==> src/rtl/rra_pkg.sv <==
package rra_pkg;

  // Number of prefix levels needed to span n bits (at least one level).
  function automatic int unsigned prefix_levels(input int unsigned n);
    int unsigned lv;
    lv = 0;
    while ((1 << lv) < n) lv++;
    return (lv == 0) ? 1 : lv;
  endfunction

  // Distance covered by prefix level l.
  function automatic int unsigned level_span(input int unsigned l);
    return 1 << l;
  endfunction

endpackage

==> src/rtl/rra_prefix_or.sv <==
// Kogge-Stone style inclusive OR prefix: incl_o[i] = |vec_i[i:0].
module rra_prefix_or #(
  parameter int unsigned N = 8
) (
  input  logic [N-1:0] vec_i,
  output logic [N-1:0] incl_o
);
  localparam int unsigned LV = rra_pkg::prefix_levels(N);

  logic [N-1:0] stage [LV+1];

  assign stage[0] = vec_i;

  generate
    for (genvar l = 0; l < LV; l++) begin : g_lvl
      localparam int unsigned SPAN = rra_pkg::level_span(l);
      assign stage[l+1] = stage[l] | (stage[l] << SPAN);
    end
  endgenerate

  assign incl_o = stage[LV];
endmodule

==> src/rtl/rra_first_one.sv <==
// Lowest set bit of vec_i as a one-hot pick, through a log-depth prefix.
module rra_first_one #(
  parameter int unsigned N = 8
) (
  input  logic [N-1:0] vec_i,
  output logic [N-1:0] pick_o,
  output logic         any_o
);
  logic [N-1:0] incl;
  logic [N-1:0] below;   // some lower bit is set

  rra_prefix_or #(.N(N)) prefix_i (
    .vec_i  (vec_i),
    .incl_o (incl)
  );

  assign below  = {incl[N-2:0], 1'b0};
  assign pick_o = vec_i & ~below;
  assign any_o  = incl[N-1];

  always_comb begin
    AST_PICK_ONEHOT: assert ($onehot0(pick_o)) else $error("pick not one-hot");
    AST_PICK_INSIDE: assert ((pick_o & ~vec_i) == '0) else $error("pick outside vector");
  end
endmodule

==> src/rtl/rra_thermo_ptr.sv <==
// Thermometer priority mask: bits at or above the top-priority index are set.
module rra_thermo_ptr #(
  parameter int unsigned N = 8
) (
  input  logic         clk,
  input  logic         rst_n,
  input  logic         load_i,
  input  logic [N-1:0] gnt_i,
  output logic [N-1:0] mask_o
);
  logic [N-1:0] gnt_incl;
  logic [N-1:0] mask_next;
  logic [N-1:0] mask_q;

  rra_prefix_or #(.N(N)) next_i (
    .vec_i  (gnt_i),
    .incl_o (gnt_incl)
  );

  // Bits strictly above the winner; a win at the top index wraps to all ones.
  assign mask_next = gnt_i[N-1] ? '1 : {gnt_incl[N-2:0], 1'b0};

  always_ff @(posedge clk or negedge rst_n) begin
    if (!rst_n)      mask_q <= '1;
    else if (load_i) mask_q <= mask_next;
  end

  assign mask_o = mask_q;

  AST_MASK_THERMO: assert property (@(posedge clk) disable iff (!rst_n)
    ((mask_q << 1) & ~mask_q) == '0) else $error("mask not thermometer");
  AST_MASK_NONZERO: assert property (@(posedge clk) disable iff (!rst_n)
    mask_q != '0) else $error("mask empty");
  AST_MASK_HOLD: assert property (@(posedge clk) disable iff (!rst_n)
    !load_i |=> $stable(mask_q)) else $error("mask moved without load");
  AST_WINNER_DROPS: assert property (@(posedge clk) disable iff (!rst_n)
    (load_i && !gnt_i[N-1]) |=> ((mask_q & $past(gnt_i)) == '0)) else $error("winner kept priority");
  AST_NEIGHBOUR_UP: assert property (@(posedge clk) disable iff (!rst_n)
    (load_i && !gnt_i[N-1]) |=> ((mask_q & ($past(gnt_i) << 1)) != '0)) else $error("neighbour not promoted");
endmodule

==> src/rtl/pp_rr_arbiter.sv <==
module pp_rr_arbiter #(
  parameter int unsigned N = 8
) (
  input  logic         clk,
  input  logic         rst_n,
  input  logic [N-1:0] req_i,
  input  logic         adv_i,
  output logic [N-1:0] gnt_o,
  output logic         gnt_vld_o
);
  logic [N-1:0] prio_mask;
  logic [N-1:0] req_masked;
  logic [N-1:0] pick_hi;
  logic [N-1:0] pick_all;
  logic         any_hi;
  logic         any_all;
  logic         take_grant;

  assign req_masked = req_i & prio_mask;

  rra_first_one #(.N(N)) hi_i (
    .vec_i  (req_masked),
    .pick_o (pick_hi),
    .any_o  (any_hi)
  );

  rra_first_one #(.N(N)) all_i (
    .vec_i  (req_i),
    .pick_o (pick_all),
    .any_o  (any_all)
  );

  assign gnt_o      = any_hi ? pick_hi : pick_all;
  assign gnt_vld_o  = any_all;
  assign take_grant = any_all & adv_i;

  rra_thermo_ptr #(.N(N)) ptr_i (
    .clk    (clk),
    .rst_n  (rst_n),
    .load_i (take_grant),
    .gnt_i  (gnt_o),
    .mask_o (prio_mask)
  );

  initial begin
    AST_N_RANGE: assert (N >= 2) else $error("N must be at least 2");
  end

  AST_GNT_ONEHOT: assert property (@(posedge clk) disable iff (!rst_n)
    $onehot0(gnt_o) && (gnt_vld_o == (gnt_o != '0))) else $error("grant shape");
  AST_GNT_IN_REQ: assert property (@(posedge clk) disable iff (!rst_n)
    (gnt_o & ~req_i) == '0) else $error("grant without request");
  AST_VLD_MATCH: assert property (@(posedge clk) disable iff (!rst_n)
    gnt_vld_o == (req_i != '0)) else $error("valid mismatch");
  AST_IDLE_HOLD: assert property (@(posedge clk) disable iff (!rst_n)
    (req_i == '0) |=> $stable(prio_mask)) else $error("pointer moved while idle");
endmodule

==> config.mk <==
export PLATFORM = sky130hd
export DESIGN_NAME = pp_rr_arbiter
export DESIGN_NICKNAME = d
export VERILOG_FILES = /design/src/rtl/rra_pkg.sv /design/src/rtl/rra_prefix_or.sv /design/src/rtl/rra_first_one.sv /design/src/rtl/rra_thermo_ptr.sv /design/src/rtl/pp_rr_arbiter.sv
export SDC_FILE = /design/constraint.sdc
export NUM_CORES = 1
export LEC_CHECK = 0
export ABC_AREA = 1
export BUFFER_PORTS_ARGS = -buffer_cell sky130_fd_sc_hd__buf_2
export CORE_MARGIN = 2
export CORE_UTILIZATION = 50
export DETAILED_ROUTE_END_ITERATION = 8
export GPL_TIMING_DRIVEN = 0
export HOLD_SLACK_MARGIN = 0.03
export PLACE_DENSITY_LB_ADDON = 0.3
export SLEW_MARGIN = 10
export SYNTH_ARGS = -nofsm -noshare
export SYNTH_HDL_FRONTEND = slang
export SYNTH_SLANG_ARGS = --single-unit
==> constraint.sdc <==
create_clock -name clk -period 1.5 [get_ports clk]
set_input_delay 0.15 -clock clk [delete_from_list [all_inputs] [get_ports clk]]
set_output_delay 0.15 -clock clk [all_outputs]
set_load 0.02 [all_outputs]
# Yosys cells after proc, flatten, opt, wreduce, memory -nomap -nowiden
# Index checks and enable logic that the tools add are counted.
[totals]
mem_count = 0
latch_bits = 0
mem_bits_rw = 0
word_cells = 18
register_bits = 8
out_inout_bits = 9
romBits = 0
[op_classes]
n_div = 0
n_eq_ne = 0
n_reduce_logical = 0
n_addsub = 0
mul = 0
mux = 2
bitwise_logic = 15
shifts = 0
n_lt_le_gt_ge = 0
[op_table]
columns = ["operator", "n"]
rows = [
  ["$or A8 B8 Y8", 6],
  ["$and A8 B8 Y8", 3],
  ["$or A7 B7 Y7", 3],
  ["$mux W8", 2],
  ["$not A8 Y8", 2],
  ["$and A1 B1 Y1", 1],
]

# Depth between registers and ports, before layout
# Gate-level depths: netlist (run 1).
[logic_depth]
word_depth = 11
ltp_mapped = 9
ltp_nobuf = 9

# Modules after synthesis
# Synthesis (run 1) repeated with hierarchy kept, for this count alone.
[unflattened]
cells_unflattened = 182
area_unflattened_um2 = 948.4
[by_module_without_submodules]
columns = ["mod", "area_per_inst_um2", "cells_per_inst", "n_inst"]
rows = [
  ["rra_thermo_ptr", 312.8, 33, 1],
  ["rra_prefix_or", 102.6, 25, 3],
  ["pp_rr_arbiter", 172.7, 44, 1],
  ["rra_first_one", 77.6, 15, 2],
]

# Worst setup path before layout (run 1)
# OpenSTA, ideal clock, no wires.
[synth_timing]
kind = "register -> register"
startpoint = "register ptr_i.mask_q[1] (netlist: ptr_i.mask_o[1])"
endpoint = "register ptr_i.mask_q[5] (netlist: ptr_i.mask_o[5])"
slack_ps = 100
arrival_time_ps = 1318
setup_ps = 82
path_buffers = 0
required_time_ps = 1418
path_stages_with_launch = 10
cell_sequence = "dfstp_2 -> nand2_1 -> nand2_4 -> nor2_8 -> nand3_1 -> nand2_1 -> inv_1 -> nand3_2 -> nor2_2 -> a21oi_1"
[synth_via]
word_cells_on_any_way = 11
cone_classes = "2 x mux; 9 x bitwise"
[synth_lines]
columns = ["item", "line_no", "text"]
rows = [
  ["start, declared", "rra_thermo_ptr.sv:13", "logic [N-1:0] mask_q;"],
  ["start signal, assigned", "rra_thermo_ptr.sv:25", "else if (load_i) mask_q <= mask_next;"],
  ["$and A8 B8 Y8 (*)", "pp_rr_arbiter.sv:19", "assign req_masked = req_i & prio_mask;"],
  ["$or A8 B8 Y8 (3 in a row)", "rra_prefix_or.sv:17", "assign stage[l+1] = stage[l] | (stage[l] << SPAN);"],
  ["$mux W8 (*)", "pp_rr_arbiter.sv:33", "assign gnt_o = any_hi ? pick_hi : pick_all;"],
  ["named net gnt_o[1]", "pp_rr_arbiter.sv:8", "output logic [N-1:0] gnt_o,"],
  ["$or A7 B7 Y7 (*) (3 in a row)", "rra_prefix_or.sv:17", ""],
  ["$mux W8 (*)", "rra_thermo_ptr.sv:21", "assign mask_next = gnt_i[N-1] ? '1 : {gnt_incl[N-2:0], 1'b0};"],
]
# Mark *: on every way through the listed nets, which the timed path passes. The rest lies on a longest branch.
# A chain may end at the register's enable or synchronous reset.

# Worst setup path in the final report (run 1)
[layout_timing]
startpoint = "register ptr_i.mask_q[3] (netlist: ptr_i.mask_o[3])"
endpoint = "output gnt_o[7]"
[layout_via]
elab_chain_len = 7
[layout_lines]
columns = ["item", "line_no", "text"]
rows = [
  ["$and A8 B8 Y8 (*)", "pp_rr_arbiter.sv:19", ""],
  ["$or A8 B8 Y8 (*) (3 in a row)", "rra_prefix_or.sv:17", ""],
  ["$not A8 Y8", "rra_first_one.sv:18", "assign pick_o = vec_i & ~below;"],
  ["$and A8 B8 Y8", "rra_first_one.sv:18", ""],
  ["$mux W8 (*)", "pp_rr_arbiter.sv:33", ""],
  ["end, declared", "pp_rr_arbiter.sv:8", ""],
]
# Every way passes the cells marked *; elsewhere a longest branch is shown, timed or not.

==> results of run 1 <==
timing repair:
item / 4_1_cts / 5_1_grt
setup endpoints to repair: 8 / 13
gates cloned: 0 / 0
endpoints found under the hold margin: 8 / 0
pin swaps: 8 / 11
resized for setup: 29 / 15
setup buffers: 5 / 0
hold buffers: 1 / 0
through the flow:
step	total power (uW)	hold WS [ps]	utilization	cell area, um^2	worst slack (ps)
3_5_place_dp	947	201	0.622	820	52.9
6_report	1370	296	0.777	1020	-71.7
3_3_place_gp	932	206	0.622	820	65.5
4_1_cts	1270	283	0.734	967	-74.5
5_1_grt	1480	294	0.777	1020	-149
2_1_floorplan	802	2.16	-	706	99.7
cell type report:
cell class / instances / area [um^2]
inverters: 18 / 67.6
plain buffers: 1 / 7.51
fillers: 96 / 294
flip-flops and latches: 8 / 210
repair buffers: 25 / 189
well taps: 15 / 18.8
clock buffers: 3 / 22.5
multi-input cells: 80 / 508
cells by family (layout without fill, tap and decap cells):
group           Yosys count  after routing  synth area share
compound gates            7              7            0.0621
flops                     8              8             0.298
buf+inv                  19             47             0.106
simple gates             73             73             0.534
worst paths after layout:
path | startpoint | end | slack, ps | cells after the start
setup / recovery | ptr_i.mask_o[3] | gnt_o[7] | -70 | 7
hold reg to reg | ptr_i.mask_o[2] | ptr_i.mask_o[2] | 510 | 2
max in group asynchronous | rst_n | ptr_i.mask_o[6] | 1000 | 2
min in group asynchronous | rst_n | ptr_i.mask_o[0] | 470 | 2
hold / removal | adv_i | ptr_i.mask_o[2] | 300 | 5
setup reg to reg | ptr_i.mask_o[3] | ptr_i.mask_o[6] | 10 | 10
report_power, final:
part	switching (uW)	leakage [uW]	total, uW	internal (uW)
logic	474	0.000439	815	342
registers	70.2	0.0000839	407	337
clock network	61.1	0.0000138	152	90.7
total	605	0.000537	1370	769
worst min-delay path: cells and delay by family:
| family | cells | cell delay, ps |
|---|---|---|
| and+or+nand+nor | 3 | 200 |
| buffers and inverters | 2 | 180 |
routing by layer:
layer / vias to the layer above / share of wire / GRT usage
li1: 389 / - / -
met2: 22 / 0.53 / 0.353
met1: 367 / 0.43 / 0.310
met4: 0 / 0.0067 / 0.123
met5: - / 0 / 0
met3: 2 / 0.032 / 0.0348
cells in the mapped netlist, drive strengths merged:
cell | instances | share of area
nor2 | 20 | 0.16
a31oi | 1 | 0.0089
or2 | 1 | 0.0089
buf | 1 | 0.011
dfstp | 8 | 0.30
o21ai | 2 | 0.019
o22ai | 1 | 0.0089
o211ai | 1 | 0.011
nand4 | 2 | 0.018
a21oi | 2 | 0.014
nand3 | 15 | 0.12
nand2 | 35 | 0.23
inv | 18 | 0.096
placed cells by master, fill, tap and decap left out:
| cell type | instances |
|---|---|
| nand2_2 | 16 |
| inv_1 | 15 |
| nor2_1 | 13 |
| nand3_1 | 13 |
| nand2_1 | 12 |
| buf_2 | 11 |
| dfstp_2 | 8 |
| nand2_4 | 7 |
| buf_4 | 7 |
| buf_6 | 7 |
| nor2_2 | 3 |
| nor2_4 | 3 |
| inv_2 | 3 |
| clkbuf_4 | 3 |
| nand4_1 | 2 |
| a21oi_2 | 2 |
| nor2_8 | 1 |
| o21ai_2 | 1 |
| o22ai_1 | 1 |
| nand3_2 | 1 |
| nand3_4 | 1 |
| or2_2 | 1 |
| o211ai_1 | 1 |
| a31oi_1 | 1 |
| o21ai_1 | 1 |
| dlygate4sd3_1 | 1 |
==> results.md, run 1 <==
- Run status: finished with violations
- Failing checks: setup timing
- Setup_tns: -390 ps
- Initial DRC count: 32
- Max reg flops: 8
- Final setup fails: 7
- PwrDens: 1340 mW/mm^2
- Critical path class: reg -> out
- Cts bufs inserted: 3
- Vias: 780
- Worst Path Buf+Inv: 3
- Synth warn: 0
- Vias in the first global route: about 710
- Chip width: roughly 42 um
- Placer Congestion: around 0.8
- Placement Rows: 13
- Placed Cells: between 100 and 150
- CTS tree: done
- FMAX: ~640 MHz
- DR pass1 iterations: 4
- Tot GR Track Use: 0.230
- Setup ws final: -71.7 ps
- Final Hold Vio Count: 0
- CP delay by family, top: flip-flops
- Syn-to-layout area delta: 45.0%
- Initial Util: 0.536
- DRC violations left: 0
- Worst vdd ir: roughly 0.84 mV
- Crit path launch type: flip-flop
- H-tree depth: 1
- Die span in y: about 42 um
- Worst skew pair latency: approximately 240 ps
- Clock Tree Buf Depth: 2
- Slew @ Worst Pin: around 230 ps
- Crit-path slowest cell: dfstp_2
- Worst Skew: between 2 and 2.5 ps
- Slew HR: 0.848
- RSZ-0062 raised after global routing: yes
- CP most frequent cell: buf_4
- Dpl hpwl: around 1200 um
- Gate count after technology mapping: roughly 110
- GR Overflow Total: 0
- CP peak stage delay: roughly 550 ps
- Area of the mapped netlist: between 700 and 800 um^2
- Non-Filler Instances: 150
- Die area: 0.00173 mm^2
- Vias per cell: between 5 and 6
- Hold Path Class: in -> reg
- Worst-path cell chain: nand2_4 > nand4_1 > nor2_1 > nand2_2 > inv_1 > buf_4 > buf_4
- Slew Viols, Final: 0
- Core area: ~0.0013 mm^2
- Sequential area share after synthesis: 0.298
- Critical path endpoint category: output port
- Wire per inst: roughly 13 um
- Antenna violations before repair: 0
- IO Port Bufs: 19
- Largest net degree at the start of global routing: 10
- Antenna diode count: 0
- Synthesized Nets: 118
- Critical Path AT: around 1400 ps
- Clk sinks: 8
- Unique masters post-synth: 20
- Min Clock Period, post-route: about 1600 ps
- Global-route wire length before repair: around 3100 um
- Layout Nets: between 100 and 150
- P_leak: 0.000537 uW
- IO Count: 20
- Yosys reg bits: 8
- WP data required: 1350 ps
- Root buf cell: clkbuf_4
- Clock-pin slew of the registers on the worst-case setup and hold paths: ~50 ps
- Max-cap violations: 0
- Syn avg cell area: 6.60 um^2
- Share of cells above drive strength 1: 0.556
- DRT Wirelength: slightly below 2000 um
- Crit share post-route: 1.05
- CP Max Fanout: 3
- ANT nets after route: 0
No activity file was read; power rests on OpenSTA's default activity.
==> run 2: changes to the inputs <==
CORE_MARGIN = 10   (was 2)
SETUP_SLACK_MARGIN = 0.1   (was unset)
==> results.md, run 2 (synthesis results as in run 1) <==
- Clock Tree Buf Depth: 2 (unchanged)
- Failing checks: setup timing
- Crit path launch type: flip-flop
- RSZ-0062 raised after global routing: yes
- CP Max Fanout: 8 (+5)
- Setup ws final: -134 ps (-62.7 ps)
- Vias in the first global route: 922 (+31%)
- Sw Share: 0.464 (+0.0237)
- Internal power: 849 uW (+10%)
- Core area: 0.00132 mm^2 (unchanged)
- Largest net degree at the start of global routing: 10 (unchanged)
- Clock-pin slew of the registers on the worst-case setup and hold paths: 60 ps (about the same)
- Slew HR: 0.821 (-0.0264)
- Min Clock Period, post-route: 1630 ps (+62.7 ps)
- DRT Wirelength: 3050 um (+57%)
- Sequential Power Share: 0.271 (-0.025)
- Area after DPL: 822 um^2 (+0.31%)
- Worst vdd ir: 1.20 mV (+42%)
- P_leak: 0.000577 uW (+7.5%)
- Slew Viols, Final: 0 (unchanged)
- WP data required: 1350 ps (about the same)
- Setup WS pre-CTS: 42.3 ps (-10.7 ps)
- Most frequent cells in the layout: 14 x inv_1, 14 x nand2_2, 13 x nor2_1, 13 x buf_4
- Final Hold Vio Count: 0 (unchanged)
- Switching power: 735 uW (+21%)
- ANT nets after route: 0 (unchanged)
- DRC violations left: 0 (unchanged)
- Vias: 927 (+19%)
- FMAX: 612 MHz (-3.8%)
- Non-Filler Instances: 158 (+5.3%)
- Layout Nets: 155 (+4.7%)
- Hold Path Class: in -> reg
- Crit share post-route: 1.09 (+0.0418)
- Max-cap violations: 0 (unchanged)
- Max reg flops: 8 (unchanged)
- Vias per cell: 5.87 (+13%)
- Chip width: 57.6 um (+38%)
- Antenna violations before repair: 1 (+1)
- Clock power frac: 0.109 (-0.002)
- Final instance area: 0.00111 mm^2 (+8.7%)
- Critical path endpoint category: output port
- Initial Util: 0.536 (unchanged)
- Setup_tns: -1170 ps (-777 ps)
- DR pass1 iterations: 4 (unchanged)
- Clk sinks: 8 (unchanged)
- GR Overflow Total: 0 (unchanged)
- H-tree depth: 1 (unchanged)
- Placed Cells: 141 (unchanged)
- Global-route wire length before repair: 4110 um (+34%)
- IO Count: 20 (unchanged)
- Die span in y: 57.6 um (+38%)
- Initial DRC count: 35 (+9.4%)
- Fillers: 75 (-22%)
- PwrDens: 1420 mW/mm^2 (+6.1%)
- Die area: 0.00331 mm^2 (+92%)
- Tot GR Track Use: 0.153 (-0.0770)
- Slew @ Worst Pin: 267 ps (+39.4 ps)
- Gate power share: 0.620 (+0.027)
- Run status: finished with violations
- Critical path class: reg -> out
- Critical Path AT: 1480 ps (+60 ps)
- Placer Congestion: 0.800 (-0.50%)
- CTS tree: done
- Wire per inst: 19.3 um (+49%)
- Worst skew pair latency: 270 ps (+30 ps)
- Dpl hpwl: 1430 um (+15%)
- Share of cells above drive strength 1: 0.599 (+0.0430)
- Cts bufs inserted: 3 (unchanged)
- Root buf cell: clkbuf_4
- Placement Rows: 13 (unchanged)
- Syn-to-layout area delta: 57.6%
- Final setup fails: 13 (+6)
- Worst Skew: 12.5 ps (+10.0 ps)
- IO Port Bufs: 19 (unchanged)
## run 2: power groups by stage
stage	sequential (uW)	clock [uW]	combinational [uW]
final	430	172	982
after global routing	429	183	1040
after CTS	401	165	842
after detailed placement	395	0	571
after global placement	388	0	559
after floorplan	371	0	433
## run 2: per-stage QoR
stage          hold WS [ps]   util  total power, uW
2_1_floorplan          2.16      -              804
3_3_place_gp            205  0.624              948
3_5_place_dp            208  0.624              967
4_1_cts                 262  0.794             1410
5_1_grt                 335  0.844             1660
6_report                331  0.844             1580
## run 2: final cells by class
type | count | area, um^2 | share of cell area
Inverter | 18 | 67.6 | 0.0607
Clock buffer | 3 | 22.5 | 0.0202
Sequential cell | 8 | 210 | 0.189
Tap cell | 15 | 18.8 | 0.0169
Multi-Input combinational cell | 80 | 538 | 0.484
Timing Repair Buffer | 33 | 253 | 0.227
Antenna cell | 1 | 2.50 | 0.00225
## run 2: path summary, 6_finish.rpt
| kind | start | end | slack [ps] | cells after the start |
|---|---|---|---|---|
| min | adv_i | ptr_i.mask_o[2] | 330 | 5 |
| max | ptr_i.mask_o[3] | gnt_o[0] | -130 | 8 |
| max in group asynchronous | rst_n | ptr_i.mask_o[5] | 1000 | 2 |
| min reg2reg | ptr_i.mask_o[2] | ptr_i.mask_o[2] | 540 | 2 |
| min in group asynchronous | rst_n | ptr_i.mask_o[0] | 460 | 2 |
| max reg2reg | ptr_i.mask_o[3] | ptr_i.mask_o[3] | -120 | 10 |
## run 2: critical path, cell delays in order, from the launching register on
cell and delay (ps):
dfstp_2 580, nand2_4 80, nand2_4 90, nor2_8 50, nand2_4 110, nand2_2 80
nand2_2 80, inv_2 40, buf_6 120
## run 2: per-layer routing
metal  GRT usage  share of wire
met1       0.157           0.34
met2       0.262           0.52
met3      0.0398          0.070
met4       0.111          0.068
met5           0              0
## run 2: repair_timing
action	4_1_cts	5_1_grt
hold endpoints to repair	8	0
hold buffers	1	0
pin swaps	12	9
gates resized for setup	39	11
setup buffers	12	2
endpoints found under the setup margin	12	14
==> run 3: changes to the inputs <==
CORE_UTILIZATION = 53   (was 50)
CTS_BUF_LIST = sky130_fd_sc_hd__clkbuf_2   (was unset)
==> results.md, run 3 (synthesis results as in run 1) <==
- Run status: finished with violations
- Failing checks: setup timing
- Setup ws final: -106 ps (+28.8 ps)
- Placed Cells: 141 (unchanged)
- Sw Share: 0.465 (+0.00102)
- CP Max Fanout: 7 (-1)
- Final instance area: 0.00114 mm^2 (+2.2%)
- Hold Path Class: in -> reg
- PwrDens: 1380 mW/mm^2 (-3.0%)
- Setup WS pre-CTS: 3.71 ps (-38.6 ps)
- Slew @ Worst Pin: 270 ps (+2.51 ps)
- Critical path endpoint category: flip-flop
- Internal power: 840 uW (-1.0%)
- H-tree depth: 1 (unchanged)
- Largest net degree at the start of global routing: 10 (unchanged)
- Min Clock Period, post-route: 1610 ps (-28.8 ps)
- Die span in y: 56.5 um (-1.9%)
- Sequential Power Share: 0.268 (-0.003)
- DRT Wirelength: 2660 um (-13%)
- Worst Skew: 7.20 ps (-5.26 ps)
- Crit path launch type: flip-flop
- Tot GR Track Use: 0.142 (-0.0117)
- Layout Nets: 156 (+0.65%)
- Most common cell after layout, fill and taps aside: inv_1
- Clk sinks: 8 (unchanged)
- WP data required: 1650 ps (+300 ps)
- Final setup fails: 11 (-2)
- Crit share post-route: 1.07 (-0.0192)
- Share of cells above drive strength 1: 0.615 (+0.0168)
- DR pass1 iterations: 4 (unchanged)
- Clock power frac: 0.078 (-0.031)
- Min Hold Slack: 285 ps (-46.2 ps)
- Worst vdd ir: 1.02 mV (-15%)
- Placer Congestion: 0.787 (-1.6%)
- Dpl hpwl: 1480 um (+3.4%)
- Global-route wire length before repair: 3690 um (-10%)
- Slew HR: 0.820 (-0.00168)
- Switching power: 730 uW (-0.61%)
- R2r setup slk: -110 ps (about the same)
- GR Overflow Total: 0 (unchanged)
- Cts bufs inserted: 3 (unchanged)
- CTS tree: done
- Initial Util: 0.549 (+0.0136)
- Max reg flops: 8 (unchanged)
- Critical Path AT: 1760 ps (+280 ps)
- Most frequent cells in the layout: 14 x inv_1, 13 x nor2_1, 13 x buf_4, 12 x nand2_1, 12 x nand2_4
- Gate power share: 0.655 (+0.035)
- Setup_tns: -837 ps (+330 ps)
- Final Hold Vio Count: 0 (unchanged)
- Root buf cell: clkbuf_2
- Max-cap violations: 0 (unchanged)
- Wire per inst: 16.8 um (-13%)
- RSZ-0062 raised after global routing: yes
- Non-Filler Instances: 158 (unchanged)
- Vias per cell: 5.56 (-5.3%)
- Vias: 878 (-5.3%)
- Worst skew pair latency: 230 ps (-40 ps)
- Critical path class: reg -> reg
- DRC violations left: 0 (unchanged)
- Antenna diode count: 0 (-1)
- ANT nets after route: 0 (unchanged)
- Core area: 0.00128 mm^2 (-2.5%)
- Die area: 0.00319 mm^2 (-3.7%)
- Vias in the first global route: 871 (-5.5%)
- IO Count: 20 (unchanged)
- Clock-pin slew of the registers on the worst-case setup and hold paths: 70 ps (about the same)
- FMAX: 623 MHz (+1.8%)
- Antenna violations before repair: 0 (-1)
- P_leak: 0.000591 uW (+2.4%)
- Syn-to-layout area delta: 61.2%
- Initial DRC count: 47 (+34%)
- Chip width: 56.5 um (-1.9%)
- Slew Viols, Final: 0 (unchanged)
- Placement Rows: 13 (unchanged)
- IO Port Bufs: 19 (unchanged)
- Area after DPL: 822 um^2 (unchanged)
- Clock Tree Buf Depth: 2 (unchanged)
==> run 3: area by class of cell <==
| class | instances | area [um^2] |
|---|---|---|
| Inverter | 18 | 67.6 |
| Fill cell | 53 | 148 |
| Sequential cell | 8 | 210 |
| Multi-Input combinational cell | 80 | 562 |
| Clock buffer | 3 | 15.0 |
| Tap cell | 15 | 18.8 |
| Timing Repair Buffer | 34 | 264 |
==> run 3: final timing paths <==
| check | from | end | cells after the start |
|---|---|---|---|
| setup / recovery | ptr_i.mask_o[1] | ptr_i.mask_o[6] | 10 |
| hold / removal | adv_i | ptr_i.mask_o[2] | 5 |
| setup reg to reg | ptr_i.mask_o[1] | ptr_i.mask_o[6] | 10 |
| hold reg to reg | ptr_i.mask_o[2] | ptr_i.mask_o[2] | 2 |
| max in group asynchronous | rst_n | ptr_i.mask_o[7] | 2 |
| min in group asynchronous | rst_n | ptr_i.mask_o[0] | 2 |
==> run 3: critical path: stages, from the launching register on <==
cell and delay, ps:
dfstp_2 560, nand2_2 80, nand2_4 100, nor2_8 60
nand2_4 110, nand2_2 60, nand2_2 90, buf_6 130
nand3_4 100, nor2_4 170, a21oi_2 80
==> run 3: power groups by stage <==
| stage | logic (uW) | clock network, uW | registers [uW] |
|---|---|---|---|
| after global routing | 1090 | 141 | 424 |
| after CTS | 881 | 125 | 401 |
| after global placement | 557 | 0 | 389 |
| final | 1030 | 122 | 420 |
| after detailed placement | 578 | 0 | 392 |
| after floorplan | 433 | 0 | 371 |
==> run 3: through the flow <==
step | utilization | power [uW]
after floorplan | - | 804
after CTS | 0.827 | 1410
after detailed placement | 0.640 | 970
after global placement | 0.640 | 946
final | 0.885 | 1570
after global routing | 0.885 | 1650
==> run 3: repair_timing <==
action | 4_1_cts | 5_1_grt
endpoints found under the setup margin | 12 | 14
buffers inserted | 11 | 3
hold buffers | 1 | 0
gates resized for setup | 44 | 12
endpoints found under the hold margin | 8 | 0
pin swaps | 9 | 9
==> run 3: metal layers <==
layer  global-route usage  vias to the layer above  wire (um)
li1                     -                      407          -
met1                0.130                      411       1010
met2                0.257                       42       1360
met3               0.0315                       18        128
met4                0.117                        0        166
met5                    0                        -          0
